**config.mk**
```make
export PLATFORM = sky130hd
export DESIGN_NAME = irq_router
export DESIGN_NICKNAME = d
export VERILOG_FILES = /design/src/rtl/irq_router_pkg.sv /design/src/rtl/irq_router_ctrl.sv /design/src/rtl/irq_router_dp.sv /design/src/rtl/irq_router.sv
export SDC_FILE = /design/constraint.sdc
export NUM_CORES = 1
export LEC_CHECK = 0
export BUFFER_PORTS_ARGS = -buffer_cell sky130_fd_sc_hd__clkbuf_2
export CAP_MARGIN = 30
export CELL_PAD_IN_SITES_DETAIL_PLACEMENT = 1
export CELL_PAD_IN_SITES_GLOBAL_PLACEMENT = 1
export CORE_MARGIN = 4
export CORE_UTILIZATION = 34
export DETAILED_ROUTE_END_ITERATION = 10
export GPL_ROUTABILITY_DRIVEN = 0
export PLACE_DENSITY_LB_ADDON = 0.1
export SYNTH_ARGS = -nofsm -noshare
export SYNTH_HDL_FRONTEND = slang
export SYNTH_SLANG_ARGS = --single-unit
```
**constraint.sdc**
```tcl
create_clock -name clk -period 2.1 [get_ports clk]
set_input_delay 0.21 -clock clk [delete_from_list [all_inputs] [get_ports clk]]
set_output_delay 0.21 -clock clk [all_outputs]
set_load 0.02 [all_outputs]
```
**src/rtl/irq_router_pkg.sv**
```systemverilog
package irq_router_pkg;
  localparam int WORD_W      = 32;
  localparam int REQ_W       = 2 * WORD_W;
  localparam int NUM_CPU     = 4;
  localparam int CPU_IDX_W   = $clog2(NUM_CPU);
  localparam int REG_ADDR_W  = 12;
  localparam int CASCADE_BIT = 55;
  localparam logic [REG_ADDR_W-1:0] RAW_OFF = 12'h300;

  typedef enum logic [2:0] {
    RD_NONE,
    RD_LATCH,
    RD_MASK,
    RD_MASKED,
    RD_RAW
  } rdSel_e;

  typedef struct packed {
    logic                 latchWrite;
    logic                 latchRead;
    logic [NUM_CPU-1:0]   maskWr;
    rdSel_e               rdSel;
    logic [CPU_IDX_W-1:0] rdCpu;
  } ctrlStrobes_t;

  // CPUs 0/1 sit in the lower group, CPUs 2/3 in the upper group.
  function automatic logic [REG_ADDR_W-1:0] maskOff(int cpu);
    logic [REG_ADDR_W-1:0] base;
    base = (cpu >= 2) ? 12'h600 : 12'h200;
    if (cpu % 2 == 1) base = base + 12'h040;
    return base;
  endfunction

  function automatic logic [REG_ADDR_W-1:0] maskedOff(int cpu);
    return maskOff(cpu) + 12'h080;
  endfunction
endpackage

```
**src/rtl/irq_router_ctrl.sv**
```systemverilog
module irq_router_ctrl
  import irq_router_pkg::*;
(
  input  logic                  clk,
  input  logic                  rstN,
  input  logic                  regWrEn,
  input  logic                  regRdEn,
  input  logic [REG_ADDR_W-1:0] regAddr,
  output ctrlStrobes_t          strb
);
  logic [REG_ADDR_W-1:0] alignedAddr;
  logic                  rdHit;

  assign alignedAddr = {regAddr[REG_ADDR_W-1:3], 1'b0, regAddr[1:0]};

  always_comb begin
    strb       = '0;
    strb.rdSel = RD_NONE;
    rdHit      = 1'b0;
    // write side: low half only fills the latch
    if (regWrEn) begin
      if (!regAddr[2]) begin
        strb.latchWrite = 1'b1;
      end else begin
        for (int i = 0; i < NUM_CPU; i++) begin
          if (alignedAddr == maskOff(i)) strb.maskWr[i] = 1'b1;
        end
      end
    end
    // read side select
    if (regAddr[2]) begin
      strb.rdSel = RD_LATCH;
    end else begin
      if (alignedAddr == RAW_OFF) begin
        strb.rdSel = RD_RAW;
        rdHit      = 1'b1;
      end
      for (int i = 0; i < NUM_CPU; i++) begin
        if (alignedAddr == maskOff(i)) begin
          strb.rdSel = RD_MASK;
          strb.rdCpu = CPU_IDX_W'(i);
          rdHit      = 1'b1;
        end
        if (alignedAddr == maskedOff(i)) begin
          strb.rdSel = RD_MASKED;
          strb.rdCpu = CPU_IDX_W'(i);
          rdHit      = 1'b1;
        end
      end
    end
    strb.latchRead = regRdEn && !regWrEn && !regAddr[2] && rdHit;
  end

  p_low_write_no_commit_r7: assert property (@(posedge clk) disable iff (!rstN)
    (regWrEn && !regAddr[2]) |-> (strb.maskWr == '0));

  p_single_mask_strobe_r5: assert property (@(posedge clk) disable iff (!rstN)
    $onehot0(strb.maskWr));

  p_undecoded_no_capture_r10: assert property (@(posedge clk) disable iff (!rstN)
    (strb.rdSel == RD_NONE) |-> !strb.latchRead);
endmodule

```
**src/rtl/irq_router_dp.sv**
```systemverilog
module irq_router_dp
  import irq_router_pkg::*;
(
  input  logic               clk,
  input  logic               rstN,
  input  ctrlStrobes_t       strb,
  input  logic [WORD_W-1:0]  regWrData,
  input  logic [REQ_W-1:0]   irqLines,
  input  logic               cascadeIrq,
  output logic [WORD_W-1:0]  regRdData,
  output logic [NUM_CPU-1:0] cpuIrq
);
  logic [REQ_W-1:0]  lineVec;
  logic [REQ_W-1:0]  rawReq;
  logic [REQ_W-1:0]  mask      [NUM_CPU];
  logic [REQ_W-1:0]  maskedReq [NUM_CPU];
  logic [WORD_W-1:0] halfLatch;
  logic [REQ_W-1:0]  selWord;

  always_comb begin
    lineVec              = irqLines;
    lineVec[CASCADE_BIT] = cascadeIrq;
  end

  always_ff @(posedge clk or negedge rstN) begin
    if (!rstN) rawReq <= '0;
    else       rawReq <= lineVec;
  end

  for (genvar g = 0; g < NUM_CPU; g++) begin : gCpu
    always_ff @(posedge clk or negedge rstN) begin
      if (!rstN)               mask[g] <= '0;
      else if (strb.maskWr[g]) mask[g] <= {regWrData, halfLatch};
    end
    assign maskedReq[g] = mask[g] & rawReq;
    assign cpuIrq[g]    = |maskedReq[g];

    p_mask_hold_r5: assert property (@(posedge clk) disable iff (!rstN)
      !strb.maskWr[g] |=> $stable(mask[g]));

    p_irq_track_r4: assert property (@(posedge clk) disable iff (!rstN)
      ($stable(rawReq) && $stable(mask[g])) |-> $stable(cpuIrq[g]));
  end

  always_comb begin
    unique case (strb.rdSel)
      RD_MASK:   selWord = mask[strb.rdCpu];
      RD_MASKED: selWord = maskedReq[strb.rdCpu];
      RD_RAW:    selWord = rawReq;
      default:   selWord = '0;
    endcase
  end

  always_ff @(posedge clk or negedge rstN) begin
    if (!rstN)                halfLatch <= '0;
    else if (strb.latchWrite) halfLatch <= regWrData;
    else if (strb.latchRead)  halfLatch <= selWord[REQ_W-1:WORD_W];
  end

  always_comb begin
    unique case (strb.rdSel)
      RD_NONE:  regRdData = '1;
      RD_LATCH: regRdData = halfLatch;
      default:  regRdData = selWord[WORD_W-1:0];
    endcase
  end

  p_cascade_bit_r2: assert property (@(posedge clk) disable iff (!rstN)
    1'b1 |=> (rawReq[CASCADE_BIT] == $past(cascadeIrq)));

  p_latch_hold_r10: assert property (@(posedge clk) disable iff (!rstN)
    (!strb.latchWrite && !strb.latchRead) |=> $stable(halfLatch));
endmodule

```
**src/rtl/irq_router.sv**
```systemverilog
module irq_router
  import irq_router_pkg::*;
(
  input  logic                  clk,
  input  logic                  rstN,
  input  logic [REQ_W-1:0]      irqLines,
  input  logic                  cascadeIrq,
  input  logic                  regWrEn,
  input  logic                  regRdEn,
  input  logic [REG_ADDR_W-1:0] regAddr,
  input  logic [WORD_W-1:0]     regWrData,
  output logic [WORD_W-1:0]     regRdData,
  output logic [NUM_CPU-1:0]    cpuIrq
);
  ctrlStrobes_t strb;

  irq_router_ctrl uCtrl (
    .clk     (clk),
    .rstN    (rstN),
    .regWrEn (regWrEn),
    .regRdEn (regRdEn),
    .regAddr (regAddr),
    .strb    (strb)
  );

  irq_router_dp uDp (
    .clk        (clk),
    .rstN       (rstN),
    .strb       (strb),
    .regWrData  (regWrData),
    .irqLines   (irqLines),
    .cascadeIrq (cascadeIrq),
    .regRdData  (regRdData),
    .cpuIrq     (cpuIrq)
  );
endmodule

```
==> flow_summary_export.csv <==
group,metric,value,unit
status,status,"complete, but fails checks",
status,violations,"negative setup slack",
die,die_height,231.3,um
timing,layout_setup_ws,-0.8444,ns
timing,holdWs,0.02556,ns
yosys,synthSimpleGateAreaFrac,6.701,%
yosys,seq_area_frac_synth,51.95,%
global_routing,grtUsageMet3,6.748,%
detailed_routing,viasPerCell,6.132,
detailed_routing,routedWlPerCell,33.33,um
layout,syn_to_final_growth,49.13,%
timing,period_minus_slack,2.944,ns
worst_setup_path,setup.worst_path.class,"flop to output pin",
global_routing,grt_overflow,0,
yosys,async_flop_share,100.0,%
yosys,synth_edf_count,0,
global_routing,use_met2,51.14,%
clocking,clkLatencyLatePin,0.59,ns
pwr,irDropWorstVdd,622.0,uV
timing,setup_viol,115,
yosys,syn_area_per_cell,11.83,um^2
global_routing,grt_max_degree,67,
layout,utilization,51.44,%
global_routing,gr-usage-met1,44.01,%
clocking,cts_root_buf,"clkbuf_16",
yosys,synthXorXnorAreaFrac,0,%
clocking,cts_buffers,44,
worst_setup_path,critPathLaunchType,"flop",
die,io_pins,149,
detailed_routing,drcViolationCount,0,
clocking,cts_tree,"done",
layout,drive_above_1_share,49.26,%
pwr,power_leakage,11.60,nW
layout,nNetsFinal,2106,
detailed_routing,wirelength,89620,um
clocking,cts_max_level,2,
worst_setup_path,critPathMaxFanout,4,
global_routing,grt_pass1_wl,127000,um
die,die-area,53500,um^2
placement,dpl.cell_count,2493,
worst_setup_path,critPathRequiredTime,1.89,ns
worst_setup_path,cp-end-kind,"output pin",
worst_setup_path,arrival,2.73,ns
die,start_util,34.49,%
die,rows,81,
worst_setup_path,r2r_setup_slack,0.77,ns
die,core_area,49150,um^2
global_routing,grt_busiest_layer,"met2",
detailed_routing,drt_iter0_drc,1533,
global_routing,track_usage,32.57,%
timing,worst_pin_slew,0.6935,ns
yosys,synthMuxAreaShare,19.13,%
timing,fin_tns_setup,-17.46,ns
timing,maxSlewViolCount,0,
placement,portBuffers,147,
yosys,synthFlopType,"dfrtp_1",
yosys,syn_nets,1546,
detailed_routing,ant_nets,0,
timing,slew_headroom,53.77,%
yosys,synth_compound_area_share,19.57,%
layout,nFillCells,5058,
yosys,ys_types,44,
placement,dp_hpwl,61480,um
yosys,ys_ff_latch,352,
timing,hold_violations,0,
clocking,clock_path_buffers,3,
clocking,cts_num_sinks,352,
yosys,synth_top_family_by_area,"compound AO/OA/AOI/OAI gates",
timing,clock_skew,0.01658,ns
layout,multiInputGateArea,8533,um^2
global_routing,grt_pass1_vias,17130,
clocking,clk_pin_slew,0.06,ns
global_routing,antenna_found_initial,1,
detailed_routing,via_count,16490,
timing,timing.fmax,339.6,MHz
layout,fin_cells,2689,
yosys,synth_warnings,0,
yosys,syn_area,16960,um^2
pwr,p_total,0.01731,W
detailed_routing,firstDrtPassIters,5,
worst_hold_path,hp-class,"input port to flop",
timing,rsz0062_at_grt,"yes",
yosys,yosys.area_share.adder,0,%
timing,timing.final.crit_share,140.2,%
yosys,syn_inst,1433,
die,dieWidth,231.3,um
pwr,power_density,684.8,nW/um^2
run,max_cap_violations,0,
layout,seq_area,8827,um^2
path summary, 6_finish.rpt:
path,from,end,cells after the start
worst min register to register,uDp.mask[161],uDp.mask[161],1
worst max-delay path,uDp.rawReq[47],cpuIrq[0],7
min in group asynchronous,rstN,uDp.rawReq[48],2
worst min-delay path,regWrData[16],uDp.mask[240],2
max in group asynchronous,rstN,uDp.rawReq[32],3
worst max register to register,uDp.mask[35],uDp.halfLatch[3],5
power by group:
group	total (W)	internal, W	switching (W)
combinational	0.00182	0.000808	0.00101
sequential	0.00745	0.00698	0.000468
clock	0.00805	0.00485	0.00320
worst max-delay path: stages (launching register included):
cell,delay (ns)
dfrtp_1,0.42
buf_4,0.17
buf_4,0.16
a22o_1,0.21
a221oi_1,0.23
nand4_1,0.26
or4_4,0.52
clkbuf_2,0.18
synthesized netlist by cell type, types with 2 or more instances:
cell	number	area share, %
dfrtp_1	352	52
a22o_1	65	3.4
o22ai_1	32	1.2
nand2b_1	2	0.074
nand4_1	17	0.63
buf_1	5	0.11
nor2_1	36	0.80
o21ai_0	60	1.8
or4_1	4	0.18
nor2b_1	34	1.3
a221oi_1	96	5.0
a21oi_1	32	0.94
nand2_1	129	2.9
nor3_1	2	0.059
a22oi_1	31	1.4
o221ai_1	32	1.7
o211ai_1	63	2.8
buf_6	6	0.40
inv_1	3	0.066
buf_2	17	0.50
mux2_1	22	1.5
clkbuf_1	70	1.5
nand3_2	2	0.12
a31oi_1	32	1.2
mux2_2	266	18
o21ai_1	5	0.15
cell families after synthesis:
kind of cell,Yosys count
buffers and inverters,102
DFF,352
and+or+nand+nor,239
AOI/OAI and AO/OA,452
muxes,288
placed cells by master (no fill, tap or decap), types with 31 or more instances in the layout:
master | synthesis | final
dlygate4sd3_1 | 0 | 92
a221oi_2 | 0 | 34
a22oi_1 | 31 | 31
nand2_1 | 129 | 121
mux2_4 | 0 | 40
a22o_1 | 65 | 59
o22ai_1 | 32 | 32
clkbuf_2 | 0 | 110
dfrtp_1 | 352 | 337
a221oi_1 | 96 | 60
a21oi_1 | 32 | 32
nor2b_1 | 34 | 32
clkbuf_16 | 0 | 50
buf_4 | 0 | 305
mux2_2 | 266 | 242
buf_12 | 0 | 45
clkbuf_8 | 0 | 34
o21ai_0 | 60 | 60
a31oi_1 | 32 | 32
o211ai_1 | 63 | 63
registers in the layout (all words and copies together), names as in the netlist:
| signal | count |
|---|---|
| uDp.halfLatch | 32 |
| uDp.mask | 256 |
| uDp.rawReq | 64 |
layer usage:
layer  wire, um  vias to the layer above  share of wire (%)
li1           -                     6726                  -
met1      36950                     8709                 41
met2      40540                      801                 45
met3       7577                      251                8.5
met4       4536                        2                5.1
met5         13                        -              0.015
what timing repair did:
action / in CTS / in global routing
hold endpoints to repair: 480 / 0
buffers inserted: 7 / 8
gates resized for setup: 174 / 93
hold buffers: 92 / 0
setup endpoints to repair: 36 / 72
cloned: 5 / 8
pin swaps: 31 / 18
final cells by class:
class | count | area share (%)
inverters | 4 | 0.05938
well taps | 664 | 3.286
clock inverters | 12 | 0.6482
multi-input cells | 979 | 33.75
flip-flops and latches | 352 | 34.91
clock buffers | 65 | 5.265
diodes | 1 | 0.009897
repair buffers | 612 | 22.07
metrics by stage:
| stage | setup WS, ns | cell area [um^2] |
|---|---|---|
| finish | -0.8444 | 25290 |
| global route | -0.8534 | 25280 |
| CTS | -0.8419 | 24710 |
| detailed placement | -0.5990 | 21300 |
| global placement | -0.5929 | 21300 |
| floorplan | -0.3726 | 16980 |
Power figures use the tool's default switching activity.
